**src/rtl/tuner_pkg.sv**
```systemverilog
package tuner_pkg;

  typedef enum logic [2:0] {
    ST_IDLE,
    ST_LOCK,
    ST_APPLY,
    ST_ACKW,
    ST_TEST,
    ST_EVAL,
    ST_FIN
  } tuner_state_t;

  localparam logic [2:0] MODE_SDR104 = 3'd4;
  localparam logic [2:0] MODE_HS200  = 3'd5;

  function automatic logic tuning_needed(input logic [2:0] md, input logic fast);
    return fast && (md == MODE_SDR104 || md == MODE_HS200);
  endfunction

endpackage

```
**src/rtl/tuner_timer.sv**
```systemverilog
module tuner_timer #(
  parameter int LIMIT = 1000
) (
  input  logic clk,
  input  logic rst_n,
  input  logic waiting,
  output logic expired
);
  localparam int CW = $clog2(LIMIT + 1);
  localparam logic [CW-1:0] LAST = CW'(LIMIT - 1);

  logic [CW-1:0] cnt_q;

  always_ff @(posedge clk or negedge rst_n) begin
    if (!rst_n)          cnt_q <= '0;
    else if (!waiting)   cnt_q <= '0;
    else if (cnt_q != LAST) cnt_q <= cnt_q + 1'b1;
  end

  assign expired = waiting && (cnt_q == LAST);
endmodule

```
**src/rtl/tuner_window.sv**
```systemverilog
module tuner_window #(
  parameter int PHASE_W = 6
) (
  input  logic               clk,
  input  logic               rst_n,
  input  logic               clear,
  input  logic               step,
  input  logic               pass,
  input  logic [PHASE_W-1:0] phase,
  output logic               any_pass,
  output logic [PHASE_W-1:0] centre
);
  localparam int LW = PHASE_W + 1;

  logic [LW-1:0]      run_q, best_q;
  logic [PHASE_W-1:0] end_q;
  logic [LW-1:0]      run_nx;
  logic [LW-1:0]      mid_full;

  assign run_nx = run_q + 1'b1;

  always_ff @(posedge clk or negedge rst_n) begin
    if (!rst_n) begin
      run_q  <= '0;
      best_q <= '0;
      end_q  <= '0;
    end else if (clear) begin
      run_q  <= '0;
      best_q <= '0;
      end_q  <= '0;
    end else if (step) begin
      if (!pass) begin
        run_q <= '0;
      end else begin
        run_q <= run_nx;
        if (run_nx > best_q) begin
          best_q <= run_nx;
          end_q  <= phase;
        end
      end
    end
  end

  assign any_pass = (best_q != '0);
  assign mid_full = {1'b0, end_q} - (best_q >> 1);
  assign centre   = mid_full[PHASE_W-1:0];
endmodule

```
**src/rtl/phase_tuner.sv**
```systemverilog
module phase_tuner
  import tuner_pkg::*;
#(
  parameter int PHASE_W     = 6,
  parameter int TIMEOUT_CYC = 1000
) (
  input  logic               clk,
  input  logic               rst_n,
  input  logic               start,
  input  logic [PHASE_W-1:0] max_phase,
  input  logic [2:0]         mode,
  input  logic               clk_fast,
  output logic               line_en,
  input  logic               line_lock,
  output logic [PHASE_W-1:0] tap_value,
  output logic               tap_apply,
  input  logic               tap_ack,
  output logic               run_test,
  input  logic               test_done,
  input  logic               test_pass,
  output logic               done,
  output logic               error,
  output logic [PHASE_W-1:0] chosen_phase
);
  tuner_state_t       st_q;
  logic [PHASE_W-1:0] max_q, phase_q, chosen_q;
  logic               final_q, err_q, en_q;
  logic               tmo, waiting, win_clear, win_step, any_pass;
  logic [PHASE_W-1:0] centre;

  assign waiting   = (st_q == ST_LOCK && !line_lock) || (st_q == ST_ACKW && !tap_ack);
  assign win_clear = (st_q == ST_IDLE) && start;
  assign win_step  = (st_q == ST_TEST) && test_done;

  tuner_timer #(.LIMIT(TIMEOUT_CYC)) u_timer (
    .clk(clk), .rst_n(rst_n), .waiting(waiting), .expired(tmo)
  );

  tuner_window #(.PHASE_W(PHASE_W)) u_window (
    .clk(clk), .rst_n(rst_n), .clear(win_clear), .step(win_step),
    .pass(test_pass), .phase(phase_q), .any_pass(any_pass), .centre(centre)
  );

  always_ff @(posedge clk or negedge rst_n) begin
    if (!rst_n) begin
      st_q     <= ST_IDLE;
      max_q    <= '0;
      phase_q  <= '0;
      chosen_q <= '0;
      final_q  <= 1'b0;
      err_q    <= 1'b0;
      en_q     <= 1'b0;
    end else begin
      case (st_q)
        ST_IDLE: if (start) begin
          max_q <= max_phase;
          err_q <= 1'b0;
          if (tuning_needed(mode, clk_fast)) begin
            en_q <= 1'b1;
            st_q <= ST_LOCK;
          end else begin
            st_q <= ST_FIN;
          end
        end
        ST_LOCK: if (line_lock) begin
          phase_q <= '0;
          final_q <= 1'b0;
          st_q    <= ST_APPLY;
        end else if (tmo) begin
          err_q <= 1'b1;
          st_q  <= ST_FIN;
        end
        ST_APPLY: st_q <= ST_ACKW;
        ST_ACKW: if (tap_ack) begin
          st_q <= final_q ? ST_FIN : ST_TEST;
        end else if (tmo) begin
          err_q <= 1'b1;
          st_q  <= ST_FIN;
        end
        ST_TEST: if (test_done) begin
          if (phase_q == max_q) begin
            st_q <= ST_EVAL;
          end else begin
            phase_q <= phase_q + 1'b1;
            st_q    <= ST_APPLY;
          end
        end
        ST_EVAL: if (!any_pass) begin
          err_q <= 1'b1;
          st_q  <= ST_FIN;
        end else begin
          phase_q  <= centre;
          chosen_q <= centre;
          final_q  <= 1'b1;
          st_q     <= ST_APPLY;
        end
        ST_FIN: begin
          en_q <= 1'b0;
          st_q <= ST_IDLE;
        end
        default: st_q <= ST_IDLE;
      endcase
    end
  end

  assign line_en      = en_q;
  assign tap_value    = phase_q;
  assign tap_apply    = (st_q == ST_APPLY);
  assign run_test     = (st_q == ST_TEST);
  assign done         = (st_q == ST_FIN);
  assign error        = done && err_q;
  assign chosen_phase = chosen_q;
endmodule

```
**config.mk**
```make
export PLATFORM = sky130hd
export DESIGN_NAME = phase_tuner
export DESIGN_NICKNAME = d
export VERILOG_FILES = /design/src/rtl/tuner_pkg.sv /design/src/rtl/tuner_timer.sv /design/src/rtl/tuner_window.sv /design/src/rtl/phase_tuner.sv
export SDC_FILE = /design/constraint.sdc
export NUM_CORES = 1
export LEC_CHECK = 0
export ABC_AREA = 1
export ABC_CLOCK_PERIOD_IN_PS = 5190
export BUFFER_PORTS_ARGS = -buffer_cell sky130_fd_sc_hd__buf_4
export CAP_MARGIN = 20
export CORE_MARGIN = 3
export CORE_UTILIZATION = 55
export DETAILED_ROUTE_END_ITERATION = 8
export HOLD_SLACK_MARGIN = 0.03
export MAX_ROUTING_LAYER = met4
export PLACE_DENSITY = 0.77
export SYNTH_ARGS = -nofsm -noshare
export SYNTH_HDL_FRONTEND = slang
export SYNTH_SLANG_ARGS = --single-unit
```
**constraint.sdc**
```tcl
create_clock -name clk -period 5.19 [get_ports clk]
set_input_delay 0.519 -clock clk [delete_from_list [all_inputs] [get_ports clk]]
set_output_delay 0.519 -clock clk [all_outputs]
set_load 0.05 [all_outputs]
```
After elaboration in Yosys (flattened, before gate mapping)
Index checks and enable logic that the tools add are counted.

cells by class
  equality and inequality tests = 21
  $add $sub $neg = 4
  reductions and logical operators = 28
  mux-type cells = 40
  order comparisons = 1

operators with widths
  kind                                                              count
  7-bit 2-to-1 mux                                                  7
  6-bit 2-to-1 mux                                                  8
  3-bit 2-to-1 mux                                                  8
  10-bit 2-to-1 mux                                                 2
  3-bit one-hot mux with 6 select lines                             1
  6-bit one-hot mux with 3 select lines                             1
  2-bit inequality test (second input constant)                     8
  3-bit == test (second input constant)                             5
  10-bit by 1-bit adder with 10-bit output (second input constant)  1
  10-bit == test (second input constant)                            1
  10-bit inequality test (second input constant)                    1
  5-bit AND reduction                                               2
  2-bit nonzero test                                                5
  1-bit 2-to-1 mux                                                  9
  3-bit AND reduction                                               3
  7-bit by 1-bit adder with 7-bit output (second input constant)    1
  7-bit > comparator                                                1
  1-bit logical AND                                                 7
  7-bit nonzero test                                                1
  6-bit by 1-bit adder with 6-bit output (second input constant)    1
  3-bit by 2-bit == test with 1-bit output (second input constant)  2
  6-bit == test                                                     1
  2-bit AND reduction                                               3
  6-bit subtractor                                                  1
  10 further kinds                                                  14

storage, ports and cells
  bits in registers = 54
  output and inout bits = 17
  input port bits = 17
  word-level logic and storage cells = 105

Depth between registers and ports, before layout
Gate-level depths: netlist of run 1.

  depth after elaboration = 7
  gate-level depth with buffers = 13
  mapped depth without buffers = 13

Modules after synthesis
From an unflattened synthesis of run 1, not the netlist that was laid out.

unflattened totals
  cells, all modules = 487
  area, all modules = 3585.9 um^2

modules (own cells, without submodules)
  module        times used  cells each  area an instance (um^2)  seq. area each (um^2)
  tuner_window  1           192         1516.5                   500.5
  phase_tuner   1           203         1436.4                   600.6
  tuner_timer   1           92          633.1                    250.2

Worst setup path before layout of run 1
Ideal clock, no wire load.

  path type = reg-to-reg
  from = register u_window.run_q[0]
  to = register u_window.best_q[0]
  arrival time = 2209 ps
  period minus slack after synthesis = 2328 ps
  data required time = 5072 ps
  setup slack = 2862 ps
  path buffers = 1
  stages on the path, launching flop included = 14
  setup time = 118 ps
  path through = dfrtp_1 > ha_1 > nand3_1 > nor3_1 > xor2_1 > ha_1 > nand2_1 > nor2_1 > nand2_1 > o211ai_1 > nand2_4 > buf_6 > nand3_1 > nand2_1

between the ends
  cells in the longest elaborated chain, start to end = 5
  elaborated cells between the ends (all ways) = 8
  those cells by class = 1 x add/sub; 1 x order compare; 4 x mux; 2 x reduce/logical

RTL lines
  element                                                     RTL line            RTL
  from (decl)                                                 tuner_window.sv:15  logic [LW-1:0] run_q, best_q;
  from (signal assigned)                                      tuner_window.sv:35  run_q <= run_nx;
  7-bit by 1-bit adder with 7-bit output *                    tuner_window.sv:20  assign run_nx = run_q + 1'b1;
  branches (longest 4 deep; another with 7-bit > comparator)  -
  to (signal assigned)                                        tuner_window.sv:37  best_q <= run_nx;
  to (decl)                                                   tuner_window.sv:15

Mark *: on every way between the ends. The select of a mux whose other input is x is not followed.
A chain may end at the register's enable or synchronous reset.

Worst setup path in the final report of run 1
  from = register u_window.run_q[0]
  to = register u_window.end_q[2]

between the ends
  cells in the longest elaborated chain, start to end = 4

RTL lines
  element                                 RTL line            RTL
  7-bit by 1-bit adder with 7-bit output  tuner_window.sv:20
  7-bit > comparator                      tuner_window.sv:36  if (run_nx > best_q) begin
  2-bit nonzero test (no line)            -
  3-bit AND reduction (no line)           -
  to (signal assigned)                    tuner_window.sv:38  end_q <= phase;
  to (decl)                               tuner_window.sv:16  logic [PHASE_W-1:0] end_q;

No other way between the ends.

==> results of run 1 <==
==> area by class of cell <==
cell class / count / area (sq um) / area share
clock buffers: 5 / 68.82 / 0.01893
clock inverters: 3 / 28.78 / 0.007915
inverters: 64 / 240.2 / 0.06607
multi-input cells: 313 / 1609 / 0.4425
flip-flops and latches: 54 / 1351 / 0.3716
well taps: 72 / 90.09 / 0.02478
repair buffers: 33 / 247.7 / 0.06813
==> state kept, by name, summed over array words and instances, names as in the netlist <==
signal,cells
u_window.run_q,7
u_window.best_q,7
u_timer.cnt_q,10
u_window.end_q,6
max_q,6
line_en,1
st_q,3
chosen_phase,6
final_q,1
err_q,1
tap_value,6
==> final timing paths <==
kind / to / slack (ns) / cells after the start
max: u_window.end_q[2] / 2.37 / 13
min: u_timer.cnt_q[2] / 0.22 / 1
max reg2reg: u_window.end_q[2] / 2.37 / 13
min reg2reg: max_q[3] / 0.50 / 2
max in group asynchronous: max_q[4] / 4.49 / 1
min in group clk: max_q[3] / 0.41 / 3
==> synthesized netlist by cell type <==
cell type,n,share of area
nand2_1,138,0.16
inv_1,61,0.071
dfrtp_1,54,0.42
nor2_1,38,0.044
nand3_1,33,0.051
a21oi_1,16,0.025
o21ai_0,16,0.025
ha_1,15,0.058
xor2_1,11,0.030
nand4_1,9,0.017
nor3_1,7,0.011
o22ai_1,7,0.014
buf_2,4,0.0062
inv_2,3,0.0035
a211oi_1,2,0.0046
nand2_4,2,0.0070
nand3b_1,2,0.0046
nor2_4,2,0.0070
o21ai_1,2,0.0031
xnor2_1,2,0.0054
a21oi_4,1,0.0050
a22o_1,1,0.0027
a31oi_1,1,0.0019
buf_6,1,0.0035
clkbuf_1,1,0.0012
fa_1,1,0.0062
nand2_2,1,0.0019
nand3_2,1,0.0031
nor2_2,1,0.0019
nor3b_1,1,0.0023
nor4_1,1,0.0019
o211ai_1,1,0.0023
or2_2,1,0.0019
==> metal layers <==
layer  wire [microns]  up-vias  share of wire
li1                 -     1463              -
met2             3202       71           0.46
met4               61        0         0.0088
met3              335        6          0.048
met1             3336     1279           0.48
met5                0        -              0
==> report_power, final <==
| part | internal [mW] | switching, mW |
|---|---|---|
| combinational | 0.176 | 0.394 |
| sequential | 0.484 | 0.0632 |
| clock | 0.100 | 0.151 |
| total | 0.761 | 0.609 |
==> cells by family after synthesis <==
| logic type | after synthesis | synth area share |
|---|---|---|
| adder cells (fa/ha/maj) | 16 | 0.06419 |
| buffers and inverters | 70 | 0.08507 |
| AO/OA/AOI/OAI | 47 | 0.08276 |
| flip-flops | 54 | 0.4176 |
| XOR/XNOR | 13 | 0.03519 |
| AND/OR/NAND/NOR | 237 | 0.3152 |
==> impl_metrics.py, run 1 <==
metrics = {
    "sta": {
        "max_freq_mhz": 354.0,
        "finalCritPeriodShare": 0.5443,
        "slew_headroom": 0.4310,
        "setup_tns_ns": 0,
        "hold_violations": 0,
        "fin_hold_ws_ns": 0.2244,
        "setup_viol": 0,
        "worst_slack_ns": 2.365,
        "maxSlewViolCount": 0,
        "rsz0062_at_grt": "false",
        "period_needed_ns": 2.825,
        "skew_ns": 0.01153,
        "worst_pin_slew_ns": 0.8526,
    },
    "cells_and_area": {
        "nFillCells": 514,
        "fin_cells": 544,
        "design_area_sq_um": 3636,
        "nets": 504,
        "antennaDiodeCount": 0,
        "area_growth_pct": 12.37,
        "final_cell_mix": "nand2_1 (138), inv_1 (61), dfrtp_1 (54)",
        "fin_util": 0.6484,
        "final_common_cell": "nand2_1",
        "drive_gt1_frac": 0.1123,
    },
    "global_route": {
        "busiest_layer": "met2",
        "grt_overflow": 0,
        "met2_usage": 0.3614,
        "grt_start_max_net_pins": 55,
        "antenna_found_initial": 0,
        "grtUsageTotal": 0.2268,
        "use_met3": 0.03796,
        "grt_pass1_vias": 2629,
        "grt_pass1_wl_mm": 11.70,
        "grtUsageMet1": 0.3002,
    },
    "yosys": {
        "avgSynthCellArea_sq_um": 7.404,
        "ys_ff_latch": 54,
        "ys_seq_area_frac": 0.4176,
        "synth_area_sq_um": 3236,
        "synthCells": 437,
        "synth_fp_nets": 470,
        "yosys_warnings": 0,
        "synthDistinctLibCells": 33,
    },
    "pwr": {
        "leakage_nw": 1.978,
        "power_density_nw_per_um2": 376.7,
        "totalPowerFinal_mw": 1.370,
        "peakVddDrop_mv": 0.2841,
    },
    "placed_design": {
        "dp_hpwl_mm": 5.195,
        "dp_cells": 536,
        "dp_slack_ns": 2.484,
        "place.gp.congestion": 0.8570,
        "placed_cell_area_sq_um": 3538,
        "portBuffers": 32,
    },
    "floorplan": {
        "die_area_sq_um": 6839,
        "start_util": 0.5770,
        "die_width_microns": 82.70,
        "num_rows": 27,
        "dieHeight_microns": 82.70,
        "ioPinCount": 34,
        "fp.coreArea_sq_um": 5608,
    },
    "worst_setup_path": {
        "cp-start-kind": "flip-flop",
        "path_cells": "ha_1, nand3_1, nor3_1, xor2_1, ha_1, nand2_1, nor2_1, nand2_1, o211ai_1, nand2_4, inv_2, nand2_1, nand2_1",
        "worstReg2RegStart": "u_window.run_q[0]",
        "worstSetupPathType": "reg -> reg",
        "cp.required_ns": 5.44,
        "cpMostUsedCell": "nand2_1",
        "critPathCaptureType": "flip-flop",
        "cp_num_buf_inv": 1,
        "cp.arrival_ns": 3.08,
        "crit_start": "u_window.run_q[0]",
        "cp_max_fo": 14,
        "critical-path-slowest-cell": "dfrtp_1",
        "crit_family": "simple AND/OR/NAND/NOR gates",
        "critPathMaxStageDelay_ns": 0.42,
    },
    "clocking": {
        "path_clk_slew_ns": 0.11,
        "htreeDepth": 2,
        "tritoncts": "built",
        "cts.sinks": 54,
        "clk_latency_ns": 0.31,
        "clock_path_buffers": 2,
        "cts_resized": 0,
        "cts_hold_buf": 0,
        "cts-root-buf": "clkbuf_8",
        "numCtsBuffers": 5,
        "post-cts-setup-buffer-count": 0,
    },
    "routing": {
        "viasPerCell": 5.182,
        "drtIter0Drc": 163,
        "wl_per_cell_microns": 12.75,
        "drc_errors": 0,
        "vias": 2819,
        "dr.pass1.iters": 4,
        "wl_mm": 6.934,
        "ant_nets": 0,
    },
    "run_status": {
        "status": "complete, no violations",
    },
    "job": {
        "drv_cap": 0,
    },
    "min_path": {
        "hold_path.class": "in -> async",
    },
}
(Power assumes the default switching activity.)
==> run 2: changes to the inputs <==
ABC_CLOCK_PERIOD_IN_PS = 2350   (was 5190)
CORE_UTILIZATION = 53   (was 55)
PLACE_DENSITY = 0.78   (was 0.77)
clock period = 2.35 ns   (was 5.19 ns; I/O delays follow)
==> run 2 against run 1 <==
  * Total power rose by 150%
  * Sequential power increased by 120%
  * Register-to-register slack worse by 2.4 ns
  * Hold slack got worse by 0.10 ns
  * Highest routed layer unchanged
==> impl_metrics.py, run 2 (same netlist as run 1, synthesis figures left out) <==
metrics = {
    "sta": {
        "setup_viol": 0,
        "maxSlewViolCount": 0,
        "skew_ns": 0.006360,
        "max_freq_mhz": 426.1,
        "fin_hold_ws_ns": 0.1215,
        "finalCritPeriodShare": 0.9987,
        "slew_headroom": 0.5388,
        "hold_violations": 0,
        "period_needed_ns": 2.347,
        "rsz0062_at_grt": "true",
        "worst_pin_slew_ns": 0.6918,
    },
    "pwr": {
        "p_comb_frac": 0.410,
        "power_density_nw_per_um2": 860.4,
        "leakage_nw": 2.094,
        "internal_power_mw": 1.989,
        "p_sw_mw": 1.373,
        "clockPowerShare": 0.230,
        "power_frac_seq": 0.360,
        "totalPowerFinal_mw": 3.362,
        "switching_share": 0.4084,
        "peakVddDrop_mv": 0.5599,
    },
    "worst_setup_path": {
        "crit_family": "simple AND/OR/NAND/NOR gates",
        "cp.required_ns": 2.56,
        "worstSetupPathType": "reg -> reg",
        "path_cells": "ha_4, nand3_4, nor3_4, xor2_1, ha_1, nand2_2, nor2_4, buf_6, a21oi_4, nand2_2, buf_6, nand3_1, nand2_1",
        "critical-path-slowest-cell": "dfrtp_1",
        "cp.arrival_ns": 2.55,
        "critPathCaptureType": "flip-flop",
        "cp_num_buf_inv": 2,
        "cp-start-kind": "flip-flop",
        "critPathMaxStageDelay_ns": 0.41,
        "cp_max_fo": 4,
    },
    "global_route": {
        "grt_start_max_net_pins": 55,
        "grt_pass1_vias": 2864,
        "antenna_found_initial": 0,
        "grt_overflow": 0,
        "grtUsageTotal": 0.2269,
        "grt_pass1_wl_mm": 12.85,
    },
    "placed_design": {
        "place.gp.congestion": 0.8377,
        "portBuffers": 32,
        "placed_cell_area_sq_um": 3583,
        "dp_hpwl_mm": 5.401,
    },
    "routing": {
        "ant_nets": 0,
        "wl_per_cell_microns": 13.89,
        "viasPerCell": 5.388,
        "drc_errors": 0,
        "drtIter0Drc": 225,
        "vias": 3017,
        "dr.pass1.iters": 6,
        "wl_mm": 7.781,
    },
    "floorplan": {
        "num_rows": 27,
        "start_util": 0.5667,
        "die_area_sq_um": 7079,
        "die_width_microns": 84.14,
        "dieHeight_microns": 84.14,
        "fp.coreArea_sq_um": 5709,
        "ioPinCount": 34,
    },
    "clocking": {
        "htreeDepth": 2,
        "path_clk_slew_ns": 0.10,
        "tritoncts": "built",
        "cts.sinks": 54,
        "clock_path_buffers": 2,
        "cts-root-buf": "clkbuf_8",
        "numCtsBuffers": 5,
        "clk_latency_ns": 0.31,
    },
    "job": {
        "drv_cap": 0,
    },
    "cells_and_area": {
        "nFillCells": 481,
        "area_growth_pct": 20.77,
        "design_area_sq_um": 3908,
        "final_common_cell": "nand2_1",
        "drive_gt1_frac": 0.1680,
        "nets": 520,
        "antennaDiodeCount": 0,
        "largest_register": "u_timer.cnt_q",
        "largestRegisters": "u_timer.cnt_q: 10 flops, u_window.best_q: 7 flops, u_window.run_q: 7 flops",
        "final_cell_mix": "nand2_1 (135), inv_1 (61), dfrtp_1 (53)",
        "largest_reg_flops": 10,
    },
    "min_path": {
        "hold_path.class": "in -> reg",
    },
    "run_status": {
        "status": "complete, no violations",
    },
}
==> run 2: worst reg2reg max path, stage by stage, from the launching register on <==
cell	delay [ns]
dfrtp_1	0.41
ha_4	0.18
nand3_4	0.10
nor3_4	0.18
xor2_1	0.22
ha_1	0.29
nand2_2	0.11
nor2_4	0.04
buf_6	0.11
a21oi_4	0.22
nand2_2	0.11
buf_6	0.14
nand3_1	0.07
nand2_1	0.06
==> run 2: repair_timing <==
item	in CTS	in global routing
hold buffers	1	0
pin swaps	2	13
setup buffers	1	7
setup endpoints to repair	13	13
resized for setup	2	23
gates cloned	1	0
hold endpoints to repair	54	0
==> run 2: area by class of cell <==
type / instances / area [sq um] / area share
clock buffer: 6 / 82.58 / 0.02113
clock inverter: 2 / 60.06 / 0.01537
inverter: 64 / 245.2 / 0.06276
multi-input combinational: 314 / 1699 / 0.4348
sequential: 54 / 1353 / 0.3461
tap: 72 / 90.09 / 0.02305
timing repair buffer: 48 / 377.9 / 0.09670
==> run 2: routing by layer <==
metal	GRT usage	vias up	wire, microns
met1	0.2901	1414	3528
met3	0.04024	12	435
met5	-	-	0
met4	0.05556	0	110
met2	0.3752	88	3707
li1	-	1503	-
==> run 2: final timing paths <==
kind,slack (ns),to,startpoint,cells past startpoint
worst max register to register,0.003,u_window.best_q[1],u_window.run_q[1],13
worst min-delay path,0.12,max_q[2],max_phase[2],3
max in group asynchronous,1.36,u_window.run_q[2],rst_n,2
worst min register to register,0.49,final_q,final_q,2
worst max-delay path,0.003,u_window.best_q[1],u_window.run_q[1],13
min in group asynchronous,0.51,u_timer.cnt_q[7],rst_n,2
==> run 2: per-stage QoR <==
stage | utilization | TNS [ns] | worst slack [ns] | std cells
after floorplan | - | 0 | 0.02242 | 437
after global placement | 0.6277 | 0 | 0.03624 | 542
after detailed placement | 0.6277 | -0.4658 | -0.08055 | 542
after CTS | 0.6581 | 0 | 0.01996 | 553
after global routing | 0.6844 | -0.9661 | -0.1219 | 560
final | 0.6844 | 0 | 0.003009 | 560
==> run 2: power by group through the flow <==
stage | Clock, mW | Sequential [mW] | Combinational (mW)
5_1_grt | 0.830 | 1.23 | 1.56
4_1_cts | 0.788 | 1.20 | 1.31
3_3_place_gp | 0 | 1.21 | 1.27
6_report | 0.774 | 1.21 | 1.38
3_5_place_dp | 0 | 1.22 | 1.29
2_1_floorplan | 0 | 1.28 | 0.864
